==> src/rtl/msgu_pkg.sv <==
package msgu_pkg;

    localparam int REG_W    = 8;
    localparam int POST_BIT = 3;
    localparam int APT_AW   = 8;

    localparam logic [7:0] OFS_STAT  = 8'h30;
    localparam logic [7:0] OFS_MASK  = 8'h34;
    localparam logic [7:0] OFS_ICFG  = 8'h40;
    localparam logic [7:0] OFS_ISTAT = 8'h44;
    localparam logic [7:0] OFS_BASE0 = 8'h10;
    localparam logic [7:0] OFS_BASE1 = 8'h14;
    localparam logic [7:0] OFS_BASE2 = 8'h18;

    typedef enum logic [3:0] {
        RS_NONE,
        RS_STAT,
        RS_MASK,
        RS_ICFG,
        RS_ISTAT,
        RS_IO,
        RS_MUB,
        RS_M1B,
        RS_M1M
    } apt_sel_e;

    typedef struct packed {
        logic [REG_W-1:0] io_base;
        logic [REG_W-1:0] mu_base;
        logic [REG_W-1:0] m1_base;
        logic [REG_W-1:0] m1_map;
        logic             mask;
        logic             stat;
    } regs_t;

    typedef struct packed {
        logic             mask_we;
        logic             mask_val;
        logic             io_we;
        logic             mub_we;
        logic             m1b_we;
        logic             m1m_we;
        logic [REG_W-1:0] data;
    } wreq_t;

    function automatic logic [REG_W-1:0] post_byte(input logic b);
        logic [REG_W-1:0] v;
        v = '0;
        v[POST_BIT] = b;
        return v;
    endfunction

    function automatic apt_sel_e apt_decode(input logic [APT_AW-1:0] off, input logic mode);
        apt_sel_e s;
        case (off)
            OFS_STAT:  s = RS_STAT;
            OFS_MASK:  s = RS_MASK;
            OFS_ICFG:  s = RS_ICFG;
            OFS_ISTAT: s = RS_ISTAT;
            OFS_BASE0: s = mode ? RS_MUB  : RS_IO;
            OFS_BASE1: s = mode ? RS_NONE : RS_M1B;
            OFS_BASE2: s = mode ? RS_IO   : RS_M1M;
            default:   s = RS_NONE;
        endcase
        return s;
    endfunction

    function automatic logic [REG_W-1:0] apt_read(input regs_t r, input apt_sel_e s);
        logic [REG_W-1:0] v;
        case (s)
            RS_STAT, RS_ISTAT: v = post_byte(r.stat);
            RS_MASK:           v = post_byte(r.mask);
            RS_ICFG:           v = post_byte(!r.mask);
            RS_IO:             v = r.io_base;
            RS_MUB:            v = r.mu_base;
            RS_M1B:            v = r.m1_base;
            RS_M1M:            v = r.m1_map;
            default:           v = '0;
        endcase
        return v;
    endfunction

    function automatic logic [REG_W-1:0] pick_byte(
        input logic [REG_W-1:0] cur,
        input logic             we_a,
        input logic [REG_W-1:0] d_a,
        input logic             we_b,
        input logic [REG_W-1:0] d_b
    );
        if (we_a)      return d_a;
        else if (we_b) return d_b;
        return cur;
    endfunction

endpackage

==> src/rtl/msgu_apt_port.sv <==
module msgu_apt_port
    import msgu_pkg::*;
(
    input  logic              clk,
    input  logic              rst,
    input  logic              mu_en,
    input  logic [APT_AW-1:0] addr,
    input  logic              be,
    input  logic              we,
    input  logic [REG_W-1:0]  wdata,
    input  regs_t             regs,
    output wreq_t             req,
    output logic [REG_W-1:0]  rdata
);

    apt_sel_e sel;

    assign sel = apt_decode(addr, mu_en);

    always_comb begin
        req      = '0;
        req.data = wdata;
        if (we && be) begin
            case (sel)
                RS_MASK: begin
                    req.mask_we  = 1'b1;
                    req.mask_val = wdata[POST_BIT];
                end
                RS_ICFG: begin
                    req.mask_we  = 1'b1;
                    req.mask_val = !wdata[POST_BIT];
                end
                RS_IO:   req.io_we  = 1'b1;
                RS_MUB:  req.mub_we = 1'b1;
                RS_M1B:  req.m1b_we = 1'b1;
                RS_M1M:  req.m1m_we = 1'b1;
                default: ;
            endcase
        end
    end

    always_ff @(posedge clk) begin
        if (rst) rdata <= '0;
        else     rdata <= apt_read(regs, sel);
    end

endmodule

==> src/rtl/msgu_win_port.sv <==
module msgu_win_port
    import msgu_pkg::*;
#(
    parameter int OFS_W = 8,
    parameter int DW    = 32,
    localparam int AW   = OFS_W + REG_W,
    localparam int BEW  = DW / 8
) (
    input  logic           clk,
    input  logic           rst,
    input  logic           mu_en,
    input  logic [AW-1:0]  addr,
    input  logic [BEW-1:0] be,
    input  logic           we,
    input  logic [DW-1:0]  wdata,
    input  regs_t          regs,
    output wreq_t          req,
    output logic [DW-1:0]  rdata
);

    logic             hit;
    logic [OFS_W-1:0] off;
    logic             sel_stat;
    logic             sel_mask;

    assign off      = addr[OFS_W-1:0];
    assign hit      = mu_en && (addr[OFS_W +: REG_W] == regs.mu_base);
    assign sel_stat = hit && (off == OFS_W'(OFS_STAT));
    assign sel_mask = hit && (off == OFS_W'(OFS_MASK));

    always_comb begin
        req      = '0;
        req.data = wdata[REG_W-1:0];
        if (we && sel_mask && be[POST_BIT/8]) begin
            req.mask_we  = 1'b1;
            req.mask_val = wdata[POST_BIT];
        end
    end

    always_ff @(posedge clk) begin
        if (rst)           rdata <= '0;
        else if (sel_stat) rdata <= DW'(post_byte(regs.stat));
        else if (sel_mask) rdata <= DW'(post_byte(regs.mask));
        else               rdata <= '0;
    end

endmodule

==> src/rtl/msgu_reg_core.sv <==
module msgu_reg_core
    import msgu_pkg::*;
(
    input  logic  clk,
    input  logic  rst,
    input  logic  post_nonempty,
    input  wreq_t hreq,
    input  wreq_t wreq,
    input  wreq_t lreq,
    output regs_t regs,
    output logic  int0_n
);

    regs_t r_q;
    regs_t r_d;

    always_comb begin
        r_d      = r_q;
        r_d.stat = post_nonempty;
        if (hreq.mask_we)      r_d.mask = hreq.mask_val;
        else if (wreq.mask_we) r_d.mask = wreq.mask_val;
        else if (lreq.mask_we) r_d.mask = lreq.mask_val;
        r_d.io_base = pick_byte(r_q.io_base, hreq.io_we,  hreq.data, lreq.io_we,  lreq.data);
        r_d.mu_base = pick_byte(r_q.mu_base, hreq.mub_we, hreq.data, lreq.mub_we, lreq.data);
        r_d.m1_base = pick_byte(r_q.m1_base, hreq.m1b_we, hreq.data, lreq.m1b_we, lreq.data);
        r_d.m1_map  = pick_byte(r_q.m1_map,  hreq.m1m_we, hreq.data, lreq.m1m_we, lreq.data);
    end

    always_ff @(posedge clk) begin
        if (rst) begin
            r_q    <= '0;
            int0_n <= 1'b1;
        end else begin
            r_q    <= r_d;
            int0_n <= !(post_nonempty && !r_q.mask);
        end
    end

    assign regs = r_q;

endmodule

==> src/rtl/msgu_irq_regs.sv <==
module msgu_irq_regs
    import msgu_pkg::*;
#(
    parameter int WIN_OFS_W = 8,
    parameter int WIN_DW    = 32,
    localparam int WIN_AW   = WIN_OFS_W + REG_W,
    localparam int WIN_BEW  = WIN_DW / 8
) (
    input  logic               clk,
    input  logic               rst,
    input  logic               mu_en,
    input  logic               post_nonempty,
    input  logic [WIN_AW-1:0]  win_addr,
    input  logic [WIN_BEW-1:0] win_be,
    input  logic               win_we,
    input  logic [WIN_DW-1:0]  win_wdata,
    output logic [WIN_DW-1:0]  win_rdata,
    input  logic [APT_AW-1:0]  hst_addr,
    input  logic               hst_be,
    input  logic               hst_we,
    input  logic [REG_W-1:0]   hst_wdata,
    output logic [REG_W-1:0]   hst_rdata,
    input  logic [APT_AW-1:0]  loc_addr,
    input  logic               loc_be,
    input  logic               loc_we,
    input  logic [REG_W-1:0]   loc_wdata,
    output logic [REG_W-1:0]   loc_rdata,
    output logic               int0_n
);

    localparam int NAPT = 2;

    regs_t             regs;
    wreq_t             win_req;
    wreq_t             apt_req   [NAPT];
    logic [APT_AW-1:0] apt_addr  [NAPT];
    logic              apt_be    [NAPT];
    logic              apt_we    [NAPT];
    logic [REG_W-1:0]  apt_wdata [NAPT];
    logic [REG_W-1:0]  apt_rdata [NAPT];

    // index 0 is the host side, index 1 the local side
    assign apt_addr[0]  = hst_addr;
    assign apt_be[0]    = hst_be;
    assign apt_we[0]    = hst_we;
    assign apt_wdata[0] = hst_wdata;
    assign apt_addr[1]  = loc_addr;
    assign apt_be[1]    = loc_be;
    assign apt_we[1]    = loc_we;
    assign apt_wdata[1] = loc_wdata;
    assign hst_rdata    = apt_rdata[0];
    assign loc_rdata    = apt_rdata[1];

    for (genvar i = 0; i < NAPT; i++) begin : g_apt
        msgu_apt_port u_apt (
            .clk   (clk),
            .rst   (rst),
            .mu_en (mu_en),
            .addr  (apt_addr[i]),
            .be    (apt_be[i]),
            .we    (apt_we[i]),
            .wdata (apt_wdata[i]),
            .regs  (regs),
            .req   (apt_req[i]),
            .rdata (apt_rdata[i])
        );
    end

    msgu_win_port #(
        .OFS_W (WIN_OFS_W),
        .DW    (WIN_DW)
    ) u_win (
        .clk   (clk),
        .rst   (rst),
        .mu_en (mu_en),
        .addr  (win_addr),
        .be    (win_be),
        .we    (win_we),
        .wdata (win_wdata),
        .regs  (regs),
        .req   (win_req),
        .rdata (win_rdata)
    );

    msgu_reg_core u_core (
        .clk           (clk),
        .rst           (rst),
        .post_nonempty (post_nonempty),
        .hreq          (apt_req[0]),
        .wreq          (win_req),
        .lreq          (apt_req[1]),
        .regs          (regs),
        .int0_n        (int0_n)
    );

endmodule

==> config.mk <==
export PLATFORM = sky130hd
export DESIGN_NAME = msgu_irq_regs
export DESIGN_NICKNAME = d
export VERILOG_FILES = /design/src/rtl/msgu_pkg.sv /design/src/rtl/msgu_apt_port.sv /design/src/rtl/msgu_win_port.sv /design/src/rtl/msgu_reg_core.sv /design/src/rtl/msgu_irq_regs.sv
export SDC_FILE = /design/constraint.sdc
export NUM_CORES = 1
export LEC_CHECK = 0
export BUFFER_PORTS_ARGS = -buffer_cell sky130_fd_sc_hd__buf_2
export CAP_MARGIN = 40
export CORE_AREA = 2 2 90 92
export CTS_BUF_LIST = sky130_fd_sc_hd__clkbuf_4 sky130_fd_sc_hd__clkbuf_8
export DETAILED_ROUTE_END_ITERATION = 16
export DIE_AREA = 0 0 92 94
export PLACE_DENSITY = 0.75
export RECOVER_POWER = 25
export SYNTH_ARGS = -nofsm -noshare
export SYNTH_HDL_FRONTEND = slang
export SYNTH_SLANG_ARGS = --single-unit
==> constraint.sdc <==
create_clock -name clk -period 3.13 [get_ports clk]
set_clock_uncertainty 0.05 [all_clocks]
set_input_delay 0.4695 -clock clk [delete_from_list [all_inputs] [get_ports clk]]
set_output_delay 0.4695 -clock clk [all_outputs]
set_load 0.05 [all_outputs]
======== Yosys cells after proc, flatten, opt, wreduce, memory -nomap -nowiden ========
Index checks and enable logic that the tools add are counted.
word-level totals
  flip-flop bits (word level) ............. 83
  output and inout bits ................... 49
  logic and storage cells ................. 101
operators by class
  equal/unequal tests ..................... 33
  multiplexer cells ....................... 41
  reduce and logical (&&, ||, !) cells .... 16
operators with widths
  operator                                             count
  case mux 8 bit (7 select lines)                      2
  2-to-1 mux 8 bit                                     8
  case mux 4 bit (7 select lines)                      2
  equality test 8 x 5 -> 1 bit, second input constant  6
  equality test 8 x 6 -> 1 bit, second input constant  6
  equality test 4 x 3 -> 1 bit, second input constant  8
  equality test 8 x 7 -> 1 bit, second input constant  4
  2-to-1 mux 1 bit                                     19
  equality test 4 x 2 -> 1 bit, second input constant  4
  2-to-1 mux 4 bit                                     3
  2-to-1 mux 6 bit                                     2
  equality test 4 x 1 -> 1 bit, second input constant  2
  equality test 4 bit, second input constant           2
  equality test 8 bit                                  1
  logical AND 1 bit                                    8
  case mux 2 bit (2 select lines)                      2
  OR reduction 2 bit                                   3
  zero test 1 bit                                      4
  2-to-1 mux 2 bit                                     2
  2-to-1 mux 3 bit                                     1
  nonzero test 3 bit                                   1

======== Depth between registers and ports, before layout ========
  depth in word-level cells ............... 8
  gate-level depth with buffers ........... 9

======== By module ========
A second synthesis with hierarchy kept.
unflattened totals
  cell total of the unflattened synthesis .. 427
  area, all modules ....................... 3857.4 um2
modules (own cells, without submodules)
  module         times used  cells each  area each (um2)  seq. area each (um2)
  msgu_apt_port  2           106         874.6            160.2
  msgu_reg_core  1           150         1595.3           700.7
  msgu_win_port  1           65          513.0            20.0

======== Least setup slack after synthesis ========
Ideal clock, no wire load.
  path type ............................... input -> register
  from .................................... input port hst_addr[2]
  to ...................................... register u_core.r_q, in the netlist u_core.regs[31]
  arrival time ............................ 2261 ps
  required time ........................... 2937 ps
  path slack .............................. 676 ps
  stages .................................. 9
  cell sequence ........................... buf_2 > or4bb_1 > a31oi_2 > nand2_1 > or4_1 > buf_2 > buf_6 > nor2_1 > a211oi_2
between the ends
  cells in the longest elaborated chain, start to end .. 6
  elaborated cells between the ends (all ways) .. 13
RTL lines
  what                                                         line                 text
  start, declared                                              msgu_irq_regs.sv:18  input logic [APT_AW-1:0] hst_addr,
  equality test 8 x 5 -> 1 bit (tied with other cells)         msgu_pkg.sv:55       case (off)
  case mux 4 bit (7 select lines) (*)                          msgu_pkg.sv:55
  equality test 4 x 3 -> 1 bit (*)                             msgu_apt_port.sv:24  case (sel)
  2-to-1 mux 1 bit (*)                                         msgu_apt_port.sv:24
  2-to-1 mux 6 bit (*)                                         msgu_apt_port.sv:23  if (we && be) begin
  2-to-1 mux 8 bit / 2-to-1 mux 1 bit (equally long branches)  msgu_pkg.sv:90       if (we_a) return d_a;
  end signal, assigned                                         msgu_reg_core.sv:34  r_q <= r_d;
  end, declared                                                msgu_reg_core.sv:14  regs_t r_q;
Mark *: on every way between the ends. The rest lies on a longest branch, timed or not.
A chain may end at the register's enable or synchronous reset.

======== Worst setup path after layout ========
  from .................................... input port loc_addr[1]
  to ...................................... register u_core.r_q, in the netlist u_core.regs[31]
between the ends
  cells in the longest elaborated chain, start to end .. 7
  elaborated cells between the ends (all ways) .. 13
RTL lines
  what                                                  line                 text
  start, declared                                       msgu_irq_regs.sv:23  input logic [APT_AW-1:0] loc_addr,
  equality test 8 x 5 -> 1 bit (tied with other cells)  msgu_pkg.sv:55
  case mux 4 bit (7 select lines) (*)                   msgu_pkg.sv:55
  equality test 4 x 3 -> 1 bit (*)                      msgu_apt_port.sv:24
  2-to-1 mux 1 bit (*)                                  msgu_apt_port.sv:24
  2-to-1 mux 6 bit (*)                                  msgu_apt_port.sv:23
  2-to-1 mux 1 bit (*)                                  msgu_pkg.sv:91       else if (we_b) return d_b;
  2-to-1 mux 1 bit (*)                                  msgu_pkg.sv:90
Marked as above.

==> reports/results.ini <==
[final_layout]
fillers = 751
area_delta_synth_final_pct = 13.4
stdcell_area_sq_um = 3860
nets = 556
drive_above_1_share = 0.239
antenna_cells = 0

[worst_setup_path]
reg2reg_depth = 6
cp_cell_sequence = buf_2 -> or4_1 -> a211oi_4 -> o21ai_2 -> nor4b_2 -> buf_4 -> mux2i_1 -> a211oi_2
slowest_stage = or4_1
slowest_delay_ns = 0.69
path_class = input port to flip-flop
start_kind = input port
crit_required_ns = 3.22
critPathMaxFanout = 8
critPathArrivalTime_ns = 2.53
cp-end-kind = flip-flop

[hold_path]
holdPathStages = 2
hp-class = input port to flip-flop

[clock_tree]
cts_buffers = 5
cts.repair.resized = 0
path_clk_slew_ns = 0.11
clk_latency_ns = 0.31
cts_tree = yes
htree_num_levels = 2
cts_setup_buffers = 0
cts_buffer_depth = 2
cts.sinks = 52
hold_buffers = 0
cts-root-buf = clkbuf_8

[synth]
synth_cells = 386
synth_warnings = 0
ys_ff_latch = 52
synth_commonest_cells = 52 x dfxtp_1, 33 x nor2_1, 32 x mux2i_1
synth_cell_types = 62
syn_area_sq_um = 3400
synthArstFlopShare = 0
ys_seq_area_frac = 0.306
avgSynthCellArea_sq_um = 8.81
yosysTopAreaCell = dfxtp_1
yosysMostFrequentCell = dfxtp_1
synth.top_cell.area_share = 0.306
synth_edf_count = 0
synth-main-ff-cell = dfxtp_1
synth_area_leaders = dfxtp_1 31%, mux2i_1 9.4%, buf_4 6.8%, a211oi_1 3.8%, a21oi_1 3.7%

[route]
dr.pass1.iters = 8
vias = 3301
post_drt_wl_per_cell_um = 16.9
postRouteAntennaNets = 0
drc = 0
routed_wl_um = 9580
drt_first_iter_violations = 466
routed_via_density = 5.83

[run_status]
status = complete, but fails checks
violations = max-capacitance violations, max-slew violations

[floorplanning]
dieHeight_um = 94
rows = 32
core-area_sq_um = 7610
design.portCount = 142
die_w_um = 92
initial_core_util = 0.447
die-area_sq_um = 8650

[timing]
min_period_over_period = 0.781
relSlewSlack = -0.0345
slew_viol_final = 28
setup_viol = 0
finalSetupTns_ns = 0
hold_slack_ns = 0.373
worst_slew_pin_slew_ns = 1.55
fmax_mhz = 409
layout_min_cycle_time_ns = 2.44
rsz0062_at_grt = false
fin_ws_ns = 0.687
hold_violations = 0

[job]
maxCapViolCount = 1

[power_and_ir_drop]
powerDensity_nw_per_um2 = 338
vdd.ir_drop.worst_mv = 0.204
leakage_uw = 0.00145

[grt]
gr-total-overflow = 0
grt_pass1_wl_um = 15200
grt_pass1_vias = 3103
track_usage = 0.220
antenna_found_initial = 0
grt_max_degree = 28

[placed_design]
gp_congestion = 0.890
dpl.hpwl_um = 7100
io_buffer_count = 76
post-place-ws_ns = 0.436
dpl_cell_area_sq_um = 3780

## through the flow
stage / util / cells / total power [uW]
after floorplan: - / 416 / 860
after global routing: 0.507 / 566 / 1360
after global placement: 0.496 / 557 / 894
final: 0.507 / 566 / 1300
after CTS: 0.510 / 566 / 1310
after detailed placement: 0.497 / 558 / 899
## cell usage in the layout (no fill, tap or decap), drive strengths merged, types with 5 or more instances in the layout
master | Yosys | routed
buf | 43 | 73
a22oi | 5 | 5
xnor2 | 10 | 10
mux2i | 32 | 32
nor2b | 5 | 5
nand2 | 22 | 22
nand4 | 5 | 5
nand3 | 14 | 14
nor3 | 9 | 9
a211oi | 27 | 27
clkbuf | 6 | 21
a31oi | 10 | 10
a222oi | 8 | 8
a21oi | 25 | 25
nand2b | 6 | 6
nor4 | 5 | 5
inv | 3 | 6
conb | 1 | 31
o21ai | 10 | 10
nor2 | 33 | 33
dfxtp | 52 | 52
## flip-flops by register name, indices dropped and copies added (netlist names)
| register | flops |
|---|---|
| u_win.rdata | 1 |
| u_core.int0_n | 1 |
| u_core.regs | 34 |
| g_apt.u_apt.rdata | 16 |
## kinds of logic after synthesis
kind of cell	Yosys count	synth area share
other	1	0.00110
and+or+nand+nor	134	0.239
muxes	33	0.0975
AOI/OAI and AO/OA	102	0.224
xor gates and xnor gates	12	0.0309
buffers and inverters	52	0.102
DFF	52	0.306
## metal layers
layer,vias to the layer above,GRT usage,part of all wire
li1,1552,-,-
met1,1534,0.285,0.42
met2,193,0.364,0.47
met3,22,0.0313,0.092
met4,0,0.0970,0.023
met5,-,0,0
## area by class of cell
type / count / area, sq um / area share
clock buffers: 5 / 68.8 / 0.0178
clock inverters: 3 / 28.8 / 0.00746
inverters: 3 / 11.3 / 0.00292
multi-input cells: 312 / 2130 / 0.551
flip-flops and latches: 52 / 1040 / 0.270
well taps: 102 / 128 / 0.0331
repair buffers: 89 / 453 / 0.117
## where the power goes
group / switching (uW) / internal, uW / leakage [uW] / total (uW)
clock network: 250 / 169 / 0.0000511 / 419
logic: 166 / 55.2 / 0.000978 / 222
registers: 1.18 / 663 / 0.000419 / 664
total: 417 / 887 / 0.00145 / 1300
## worst paths after layout
kind                                                    from                                 end  slack [ns]
worst max-delay path                             loc_addr[1]        u_core.regs[31]$_SDFFE_PP0P_        0.69
worst max register to register  u_core.regs[23]$_SDFFE_PP0P_         u_core.regs[1]$_SDFFE_PP0P_        1.11
worst min-delay path                           post_nonempty           u_core.regs[0]$_SDFF_PP0_        0.37
worst min register to register  u_core.regs[26]$_SDFFE_PP0P_  g_apt[0].u_apt.rdata[0]$_SDFF_PP0_        0.47
## critical path, delay by kind of cell
| kind | cells | cell delay [ns] |
|---|---|---|
| mux | 1 | 0.25 |
| compound gates | 3 | 0.53 |
| simple gates | 2 | 0.91 |
| buf+inv | 2 | 0.36 |
Note: power is estimated with default switching activity, not from simulation.
